===== src/rtl/cfgport_pkg.sv =====
`timescale 1ns/1ps
package cfgport_pkg;
    localparam int ADDR_W     = 7;
    localparam int DATA_W     = 8;
    localparam int FRAME_BITS = 1 + ADDR_W + DATA_W;
    localparam int CNT_MAX    = FRAME_BITS + 1;
    localparam int CNT_W      = $clog2(CNT_MAX + 1);

    typedef struct packed {
        logic [FRAME_BITS-1:0] shift;
        logic [CNT_W-1:0]      cnt;
        logic                  armed;
        logic                  sel_p;
        logic                  clk_p;
        logic                  stb;
        logic [ADDR_W-1:0]     addr;
        logic [DATA_W-1:0]     data;
    } rx_state_t;
endpackage


===== src/rtl/cfgport_sync.sv =====
`timescale 1ns/1ps
module cfgport_sync #(
    parameter int          WIDTH   = 5,
    parameter logic [31:0] RST_VAL = 32'h0
) (
    input  logic             clk_i,
    input  logic             rst_ni,
    input  logic [WIDTH-1:0] async_i,
    output logic [WIDTH-1:0] sync_o
);
    // Two flops per line; each line gets its own reset level.
    for (genvar g = 0; g < WIDTH; g++) begin : g_line
        logic meta_q, stab_q;
        always_ff @(posedge clk_i or negedge rst_ni) begin
            if (!rst_ni) begin
                meta_q <= RST_VAL[g];
                stab_q <= RST_VAL[g];
            end else begin
                meta_q <= async_i[g];
                stab_q <= meta_q;
            end
        end
        assign sync_o[g] = stab_q;
    end
endmodule


===== src/rtl/cfgport_rx.sv =====
`timescale 1ns/1ps
module cfgport_rx import cfgport_pkg::*; (
    input  logic              clk_i,
    input  logic              rst_ni,
    input  logic              en_i,
    input  logic              sel_ni,
    input  logic              sclk_i,
    input  logic              sdat_i,
    output logic              stb_o,
    output logic [ADDR_W-1:0] addr_o,
    output logic [DATA_W-1:0] data_o
);
    rx_state_t q, d;
    logic sel_fall, sel_rise, clk_rise;

    assign sel_fall = q.sel_p & ~sel_ni;
    assign sel_rise = ~q.sel_p & sel_ni;
    assign clk_rise = ~q.clk_p & sclk_i;

    always_comb begin
        d       = q;
        d.stb   = 1'b0;
        d.sel_p = sel_ni;
        d.clk_p = sclk_i;
        if (!en_i) begin
            d.armed = 1'b0;
        end else if (sel_fall) begin
            // A new frame always starts from a clean counter and shifter.
            d.shift = '0;
            d.cnt   = '0;
            d.armed = ~sclk_i;
        end else if (sel_rise) begin
            if (q.armed && (q.cnt == CNT_W'(FRAME_BITS)) && !q.shift[FRAME_BITS-1]) begin
                d.stb  = 1'b1;
                d.addr = q.shift[FRAME_BITS-2 -: ADDR_W];
                d.data = q.shift[DATA_W-1:0];
            end
            d.armed = 1'b0;
        end else if (!sel_ni && q.armed && clk_rise) begin
            d.shift = {q.shift[FRAME_BITS-2:0], sdat_i};
            if (q.cnt != CNT_W'(CNT_MAX))
                d.cnt = q.cnt + 1'b1;
        end
    end

    always_ff @(posedge clk_i or negedge rst_ni) begin
        if (!rst_ni) begin
            q       <= '0;
            q.sel_p <= 1'b1;
        end else begin
            q <= d;
        end
    end

    assign stb_o  = q.stb;
    assign addr_o = q.addr;
    assign data_o = q.data;

    AST_STB_PULSE: assert property (@(posedge clk_i) disable iff (!rst_ni)
        q.stb |=> !q.stb);
    AST_STB_NEEDS_EN: assert property (@(posedge clk_i) disable iff (!rst_ni)
        q.stb |-> $past(en_i));
    AST_CNT_BOUND: assert property (@(posedge clk_i) disable iff (!rst_ni)
        q.cnt <= CNT_W'(CNT_MAX));
    AST_DISARM_ON_CLOSE: assert property (@(posedge clk_i) disable iff (!rst_ni)
        (sel_rise && en_i) |=> !q.armed);
    AST_HIGH_CLK_OPEN: assert property (@(posedge clk_i) disable iff (!rst_ni)
        (sel_fall && sclk_i) |=> !q.armed);
endmodule


===== src/rtl/cfgport_regs.sv =====
`timescale 1ns/1ps
module cfgport_regs import cfgport_pkg::*; #(
    parameter int NUM_REGS = 8
) (
    input  logic                       clk_i,
    input  logic                       rst_ni,
    input  logic                       wr_i,
    input  logic [ADDR_W-1:0]          addr_i,
    input  logic [DATA_W-1:0]          data_i,
    output logic [NUM_REGS*DATA_W-1:0] regs_o
);
    localparam int CMP_W = ADDR_W + 1;

    logic [NUM_REGS*DATA_W-1:0] regs_d, regs_q;
    logic                       out_of_range;

    assign out_of_range = ({1'b0, addr_i} >= CMP_W'(NUM_REGS));

    always_comb begin
        regs_d = regs_q;
        for (int i = 0; i < NUM_REGS; i++) begin
            if (wr_i && addr_i == ADDR_W'(i))
                regs_d[i*DATA_W +: DATA_W] = data_i;
        end
    end

    always_ff @(posedge clk_i or negedge rst_ni) begin
        if (!rst_ni) regs_q <= '0;
        else         regs_q <= regs_d;
    end

    assign regs_o = regs_q;

    initial AST_BANK_FITS: assert (NUM_REGS >= 1 && NUM_REGS <= (1 << ADDR_W));
    AST_IDLE_HOLD: assert property (@(posedge clk_i) disable iff (!rst_ni)
        !wr_i |=> $stable(regs_q));
    AST_OOR_HOLD: assert property (@(posedge clk_i) disable iff (!rst_ni)
        (wr_i && out_of_range) |=> $stable(regs_q));
endmodule


===== src/rtl/cfg_serial_port.sv =====
`timescale 1ns/1ps
module cfg_serial_port import cfgport_pkg::*; #(
    parameter int NUM_REGS = 8
) (
    input  logic                       clk_i,
    input  logic                       rst_ni,
    input  logic [1:0]                 mode_i,
    input  logic                       ser_sel_ni,
    input  logic                       ser_clk_i,
    input  logic                       ser_dat_i,
    output logic                       wr_stb_o,
    output logic [ADDR_W-1:0]          wr_addr_o,
    output logic [DATA_W-1:0]          wr_data_o,
    output logic [NUM_REGS*DATA_W-1:0] regs_o
);
    localparam int NLINES = 5;
    // Line order: mode[1], mode[0], select, clock, data. Select idles high.
    localparam logic [31:0] SYNC_RST = 32'h4;

    logic [NLINES-1:0] raw_lines, synced;
    logic              en_s;

    assign raw_lines = {mode_i, ser_sel_ni, ser_clk_i, ser_dat_i};

    cfgport_sync #(.WIDTH(NLINES), .RST_VAL(SYNC_RST)) u_sync (
        .clk_i   (clk_i),
        .rst_ni  (rst_ni),
        .async_i (raw_lines),
        .sync_o  (synced)
    );

    assign en_s = synced[4] & synced[3];

    cfgport_rx u_rx (
        .clk_i  (clk_i),
        .rst_ni (rst_ni),
        .en_i   (en_s),
        .sel_ni (synced[2]),
        .sclk_i (synced[1]),
        .sdat_i (synced[0]),
        .stb_o  (wr_stb_o),
        .addr_o (wr_addr_o),
        .data_o (wr_data_o)
    );

    cfgport_regs #(.NUM_REGS(NUM_REGS)) u_regs (
        .clk_i  (clk_i),
        .rst_ni (rst_ni),
        .wr_i   (wr_stb_o),
        .addr_i (wr_addr_o),
        .data_i (wr_data_o),
        .regs_o (regs_o)
    );
endmodule


===== config.mk =====
export PLATFORM = sky130hd
export DESIGN_NAME = cfg_serial_port
export DESIGN_NICKNAME = d
export VERILOG_FILES = /design/src/rtl/cfgport_pkg.sv /design/src/rtl/cfgport_sync.sv /design/src/rtl/cfgport_rx.sv /design/src/rtl/cfgport_regs.sv /design/src/rtl/cfg_serial_port.sv
export SDC_FILE = /design/constraint.sdc
export NUM_CORES = 1
export LEC_CHECK = 0
export BUFFER_PORTS_ARGS = -buffer_cell sky130_fd_sc_hd__clkbuf_2
export CAP_MARGIN = 40
export CORE_MARGIN = 4
export CORE_UTILIZATION = 45
export CTS_CLUSTER_SIZE = 12
export DETAILED_ROUTE_END_ITERATION = 7
export GPL_TIMING_DRIVEN = 0
export PLACE_DENSITY = 0.67
export SLEW_MARGIN = 20
export SYNTH_ARGS = -nofsm -noshare
export SYNTH_HDL_FRONTEND = slang
export SYNTH_SLANG_ARGS = --single-unit

===== constraint.sdc =====
create_clock -name clk_i -period 2.4 [get_ports clk_i]
set_clock_uncertainty 0.05 [all_clocks]
set_input_delay 0.48 -clock clk_i [delete_from_list [all_inputs] [get_ports clk_i]]
set_output_delay 0.48 -clock clk_i [all_outputs]
set_load 0.005 [all_outputs]

==> results of run 1 <==
==> critical path, cell delays in order (launching register included) <==
cell,delay [ns]
dfrtp_1,0.44
inv_1,0.10
ha_1,0.16
nand4b_1,0.17
nor4_4,0.44
buf_4,0.30
mux2_2,0.36
==> synth_stat cells, drive strengths merged, types with 3 or more instances <==
library cell  instances
buf                  17
clkbuf                8
dfrtp               111
dfstp                 3
ha                    3
inv                   3
mux2                 79
nand2                37
nand3                 4
nand4b                3
nor2                  7
o21ai                22
==> sequential cells by signal, indices dropped and copies added (netlist names) <==
register / cells
u_regs.regs_o: 64
u_rx.addr_o: 7
u_rx.data_o: 8
u_sync.g_line.stab_q: 5
u_rx.stb_o: 1
u_rx.q: 24
u_sync.g_line.meta_q: 5
==> layout make-up <==
cell class                      count  share of cell area, %
Buffer                             25                   2.71
Clock buffer                       18                   7.29
Clock inverter                     14                   2.73
Inverter                            3                  0.197
Multi-Input combinational cell    176                   25.8
Sequential cell                   114                   49.9
Tap cell                          133                   2.90
Timing Repair Buffer               89                   8.50
==> layer usage <==
| layer | GRT usage (%) | wire (um) |
|---|---|---|
| met5 | 0 | 0 |
| met2 | 25.5 | 4420 |
| met1 | 24.4 | 4210 |
| met4 | 6.49 | 90 |
| met3 | 4.12 | 371 |
==> worst paths after layout <==
| check | end | cells after the start | slack (ns) | start |
|---|---|---|---|---|
| min in group asynchronous | u_regs.regs_o[12]$_DFFE_PN0P_ | 2 | 0.41 | rst_ni |
| min | u_sync.g_line[0].meta_q$_DFF_PN0_ | 1 | 0.03 | ser_dat_i |
| max | u_rx.data_o[3]$_DFFE_PN0P_ | 6 | 0.28 | u_rx.q[19]$_DFFE_PN0P_ |
| max reg2reg | u_rx.data_o[3]$_DFFE_PN0P_ | 6 | 0.28 | u_rx.q[19]$_DFFE_PN0P_ |
| max in group asynchronous | u_rx.q[17]$_DFF_PN1_ | 3 | 1.19 | rst_ni |
| min reg2reg | u_sync.g_line[4].stab_q$_DFF_PN0_ | 0 | 0.30 | u_sync.g_line[4].meta_q$_DFF_PN0_ |
==> report_power, final <==
group	switching, W	internal, W	total [W]
combinational	0.0000863	0.0000412	0.000127
sequential	0.0000331	0.00196	0.00200
clock	0.000908	0.00149	0.00240
total	0.00103	0.00349	0.00452
==> kinds of logic after synthesis <==
kind of cell	Yosys count	share of synthesized area (%)
flops	114	63.5
compound gates	26	3.06
buf+inv	28	3.70
xor+xnor	1	0.195
simple gates	67	9.01
fa+ha+maj	3	0.834
mux	79	19.8
==> stage by stage <==
| step | setup WS, ns | setup TNS [ns] | hold WS [ns] | util (%) | power [W] |
|---|---|---|---|---|---|
| floorplan | 0.598 | 0 | 0.134 | - | 0.00208 |
| global placement | -0.793 | -87.12 | 0.285 | 52.2 | 0.00214 |
| detailed placement | 0.282 | 0 | 0.285 | 52.5 | 0.00215 |
| CTS | 0.247 | 0 | 0.00235 | 58.6 | 0.00457 |
| global route | 0.121 | 0 | 0.0153 | 58.6 | 0.00472 |
| finish | 0.277 | 0 | 0.0279 | 58.6 | 0.00452 |
==> results.md, run 1 <==
- Yosys top cell area share: between 60 and 70%
- Starting density of the core: roughly 46%
- Routed Antenna Nets: 0
- Cts repair resizes: 0
- CTS sink cnt: about 110
- Layout Cells excl Fill: roughly 570
- Largest net degree at the start of global routing: 76
- HP Class: in -> reg
- Rel. slew slack: about 63%
- Post-CTS Setup Inserts: 0
- GPL Wtd Cong: 0.802
- Commonest cells after routing, fill and taps aside: 111 x dfrtp_1, 85 x clkbuf_2, 79 x mux2_2
- Cell taking the most area after synthesis: dfrtp_1
- Final Critical Period: between 2 and 2.5 ns
- Sequential area share after synthesis: a little under two thirds
- First-pass GRT wire length: between 15,000 and 20,000 um
- Crit end category: flip-flop
- Crit Path Category: reg -> reg
- Share of layout cells above drive strength 1: 51.5%
- Die H: about 110 um
- Placed inst area: just over 5000 um2
- Final net count: 436
- DRT iter0 DRCs: 140
- Cell area after layout: 5730 um2
- Synthesis-to-layout area growth: 27.3%
- Synth Net Count: around 330
- Clk_lat worst skew: between 0.5 and 0.6 ns
- Synth top area cells: dfrtp_1 62%, mux2_2 20%, nand2_1 3.1%
- Critical path data arrival time: approximately 2.5 ns
- Area of the multi-input gates: 1480 um2
- Clock Pin Slew Worst Setup and Hold Paths: roughly 0.06 ns
- I/O Buffers: 86
- Cell area after synthesis: 4500 um2
- RSZ-0062 raised after global routing: false
- Seq cells post-synth: 114
- DP HPWL: around 6100 um
- Total grt overflow: 0
- Async SR Flop Fraction: between 90% and 100%
- Avg Cell Area, Syn: roughly 14 um2
- Vias: about 2,800
- # setup viols final: 0
- Max FO, Critical Path: 10
- Total GRT Usage: between 10% and 20%
- Max clock buf depth: 2
- Status: complete, no violations
- CTS tree: built
- Yosys warns: 0
- Clock buffer count from CTS: 17
- Vias in the first global route: around 2,800
- Seq. cell area: roughly 2900 um2
- Final Cycle Share: between 80% and 90%
- Commonest non-fill, non-tap cell in the layout: dfrtp_1
- Fmax: about 0.47 GHz
- Row cnt: 36
- Power density over the cells: between 700 and 800 nW/um2
- Residual DRC count: 0
- Leading register cell type out of synthesis: dfrtp_1
- EDFF count, synth: 0
- Max IR drop VDD: slightly above 0.5 mV
- Fill cells: a little over 800
- Root buf cell: clkbuf_8
- Initial antenna violation count: 0
- Worst slew pin tran: 0.547 ns
- Leakage power: between 3 and 4 nW
- Synthesized instance count: about 320
- Final wirelength: 9090 um
- Die width: about 110 um
- Max Slew Vio Count: 0
- Via density: approximately 4.9
- WP data required: 2.74 ns
- Post-Place Cells: around 540
- H-tree depth: 4
- CORE AREA: approximately 10000 um2
- Antenna fix cells: 0
- Max Cap Viol: 0
- Synth unique cells: 31
- Worst setup SP type: flip-flop
- I/O Pins: between 80 and 90
- Total iterations of the first detailed-routing run: 4
- Final hold violations: 0
- Wire length per cell: 15.9 um
- Die footprint: between 10,000 and 15,000 um2
- Hold-fix buffers, CTS: 2
Note: power is estimated with default switching activity, not from simulation.
==> inputs of run 2 (changes only) <==
--- a/config.mk
+++ b/config.mk
@@ -8,11 +8,11 @@
 export BUFFER_PORTS_ARGS = -buffer_cell sky130_fd_sc_hd__clkbuf_2
 export CAP_MARGIN = 40
 export CORE_MARGIN = 4
-export CORE_UTILIZATION = 45
+export CORE_UTILIZATION = 30
 export CTS_CLUSTER_SIZE = 12
 export DETAILED_ROUTE_END_ITERATION = 7
 export GPL_TIMING_DRIVEN = 0
-export PLACE_DENSITY = 0.67
+export REMOVE_ABC_BUFFERS = 1
 export SLEW_MARGIN = 20
 export SYNTH_ARGS = -nofsm -noshare
 export SYNTH_HDL_FRONTEND = slang
==> run 2 against run 1 <==
Against the previous run: critical path type unchanged; worst setup slack got worse by 0.038 ns; hold slack improved by 0.072 ns; register-to-register slack got worse by 0.04 ns; core utilization decreased by 20 points; largest power group unchanged; critical path depth decreased by 3; critical endpoint is now u_regs.regs_o[4]$_DFFE_PN0P_; die area increased by 46%; largest cell class unchanged; via count decreased by 2.7%; total power decreased by 0.84%; clock-buffer cell count increased by 8; cell count increased by 4.5%; sequential power about the same.
==> results.md, run 2 (same netlist as run 1, synthesis figures left out) <==
- Final Critical Period: between 2 and 2.5 ns
- Post-CTS Setup Inserts: 0
- Post-Place Cells: between 500 and 600
- RSZ-0062 raised after global routing: false
- Commonest non-fill, non-tap cell in the layout: dfrtp_1
- Vias in the first global route: 2,807
- Initial antenna violation count: 0
- Clock Pin Slew Worst Setup and Hold Paths: 0.05 ns
- Final wirelength: approximately 9600 um
- Sw Ratio: about a fifth
- GPL Wtd Cong: between 0.7 and 0.8
- Crit end category: flip-flop
- Commonest cells after routing, fill and taps aside: 111 x dfrtp_1, 85 x clkbuf_2, 79 x mux2_2
- Max clock buf depth: 2
- Antenna fix cells: 0
- Final Cycle Share: approximately nine tenths
- Max Cap Viol: 0
- Pint: between 0.003 and 0.004 W
- Comb power frac: under 10%
- Starting density of the core: just over 30%
- Final hold violations: 0
- Status: complete, no violations
- Crit path largest cell delay: around 0.60 ns
- Top Family by Delay on Critical Path: simple AND/OR/NAND/NOR gates
- HP Class: in -> reg
- Clk pwr share: ~53%
- Critical path data arrival time: 2.40 ns
- Vias: about 2,700
- Fmax: about 0.46 GHz
- WP buf/inv: 0
- Power density over the cells: a little under 800 nW/um2
- First-pass GRT wire length: roughly 15,000 um
- Final net count: 412
- Die width: around 130 um
- H-tree depth: 4
- Net Sw Power: between 0.0009 and 0.001 W
- DRT iter0 DRCs: around 100
- Die footprint: approximately 17,000 um2
- Residual DRC count: 0
- Post-Route Setup TNS: 0 ns
- Synthesis-to-layout area growth: 25.4%
- Max Slew Vio Count: 0
- # setup viols final: 0
- Crit path cell chain: nor4b_4 -> nand3_1 -> mux2_2
- I/O Pins: just under 90
- Clk_lat worst skew: between 0.4 and 0.5 ns
- Root buf cell: clkbuf_16
- Leakage power: around 3.0 nW
- Max reg flops: between 60 and 70
- Via density: 4.58
- DP HPWL: 6450 um
- Total GRT Usage: around an eighth
- Fill cells: roughly 1,400
- Crit Path Category: reg -> reg
- Worst setup SP type: flip-flop
- Total grt overflow: 0
- Share of layout cells above drive strength 1: between 50 and 60%
- Row cnt: 44
- Layout Cells excl Fill: about 600
- Seq. cell area: 2860 um2
- Area of the multi-input gates: around 1500 um2
- Total iterations of the first detailed-routing run: 4
- I/O Buffers: 86
- Sequential share of power: 44.5%
- Max FO, Critical Path: 8
- WP data required: 2.63 ns
- Worst slew pin tran: 0.785 ns
- Worst hold margin: 0.0995 ns
- Max IR drop VDD: 0.465 mV
- Slowest cell on the critical path: nor4b_4
- Routed Antenna Nets: 0
- CORE AREA: ~15,000 um2
- CTS sink cnt: ~110
- Clock buffer count from CTS: 17
- Largest net degree at the start of global routing: 96
- Rel. slew slack: between 40 and 50%
- Wire length per cell: around 16 um
- Layout Utilization: between 30 and 40%
- Die H: 131 um
- CTS tree: built
- Cts repair resizes: 0
## run 2: cell count changes in the layout (fill, tap and decap cells not counted), moves of 2 or more
| cell | before | now |
|---|---|---|
| clkinv_2 | 1 | 4 |
| clkinvlp_4 | 4 | 0 |
| clkinv_4 | 4 | 0 |
| clkbuf_8 | 2 | 6 |
| clkbuf_1 | 9 | 4 |
| buf_4 | 16 | 0 |
| inv_6 | 3 | 0 |
| buf_6 | 0 | 2 |
## run 2: final timing paths
path,startpoint,slack (ns),cells after the start,end
max,u_rx.addr_o[5]$_DFFE_PN0P_,0.24,3,u_regs.regs_o[4]$_DFFE_PN0P_
min,ser_sel_ni,0.1,1,u_sync.g_line[2].meta_q$_DFF_PN1_
max reg2reg,u_rx.addr_o[5]$_DFFE_PN0P_,0.24,3,u_regs.regs_o[4]$_DFFE_PN0P_
min reg2reg,u_sync.g_line[4].meta_q$_DFF_PN0_,0.29,0,u_sync.g_line[4].stab_q$_DFF_PN0_
max in group asynchronous,rst_ni,1.17,3,u_regs.regs_o[63]$_DFFE_PN0P_
min in group asynchronous,rst_ni,0.44,2,u_sync.g_line[0].meta_q$_DFF_PN0_
## run 2: worst reg2reg max path: stages (launching register included)
cell and delay, ns:
dfrtp_1 0.42, nor4b_4 0.60, nand3_1 0.54, mux2_2 0.43
## run 2: power by group through the flow
stage	clock network, W	registers, W	logic (W)
2_1_floorplan	0	0.00202	0.0000579
3_3_place_gp	0	0.00202	0.000113
3_5_place_dp	0	0.00203	0.000128
4_1_cts	0.00243	0.00200	0.000129
5_1_grt	0.00251	0.00200	0.000154
6_report	0.00236	0.00200	0.000127
## run 2: timing repair
item | 4_1_cts | 5_1_grt
hold endpoints to repair | 16 | 0
endpoints found under the setup margin | 0 | 0
hold buffers | 1 | 0
## run 2: layout make-up
cell class                      instances  area share (%)
Timing Repair Buffer                   90            8.84
Clock inverter                          5           0.886
Inverter                                3           0.199
Tap cell                              184            4.08
Sequential cell                       114            50.6
Clock buffer                           26            9.02
Multi-Input combinational cell        176            26.4
## run 2: metrics by stage
stage          instance area (um2)  total power [W]  worst slack, ns
5_1_grt                       5650          0.00467            0.150
6_report                      5650          0.00448            0.239
2_1_floorplan                 4350          0.00208           -0.444
3_3_place_gp                  5010          0.00214            -1.25
3_5_place_dp                  5070          0.00215            0.195
4_1_cts                       5640          0.00455            0.196
## run 2: routing by layer
layer	track usage, %	share of wire [%]	up-vias
met2	18.8	48	69
met4	4.72	1.4	0
li1	-	-	1270
met1	14.8	45	1386
met3	4.23	5.5	16
met5	0	0	-
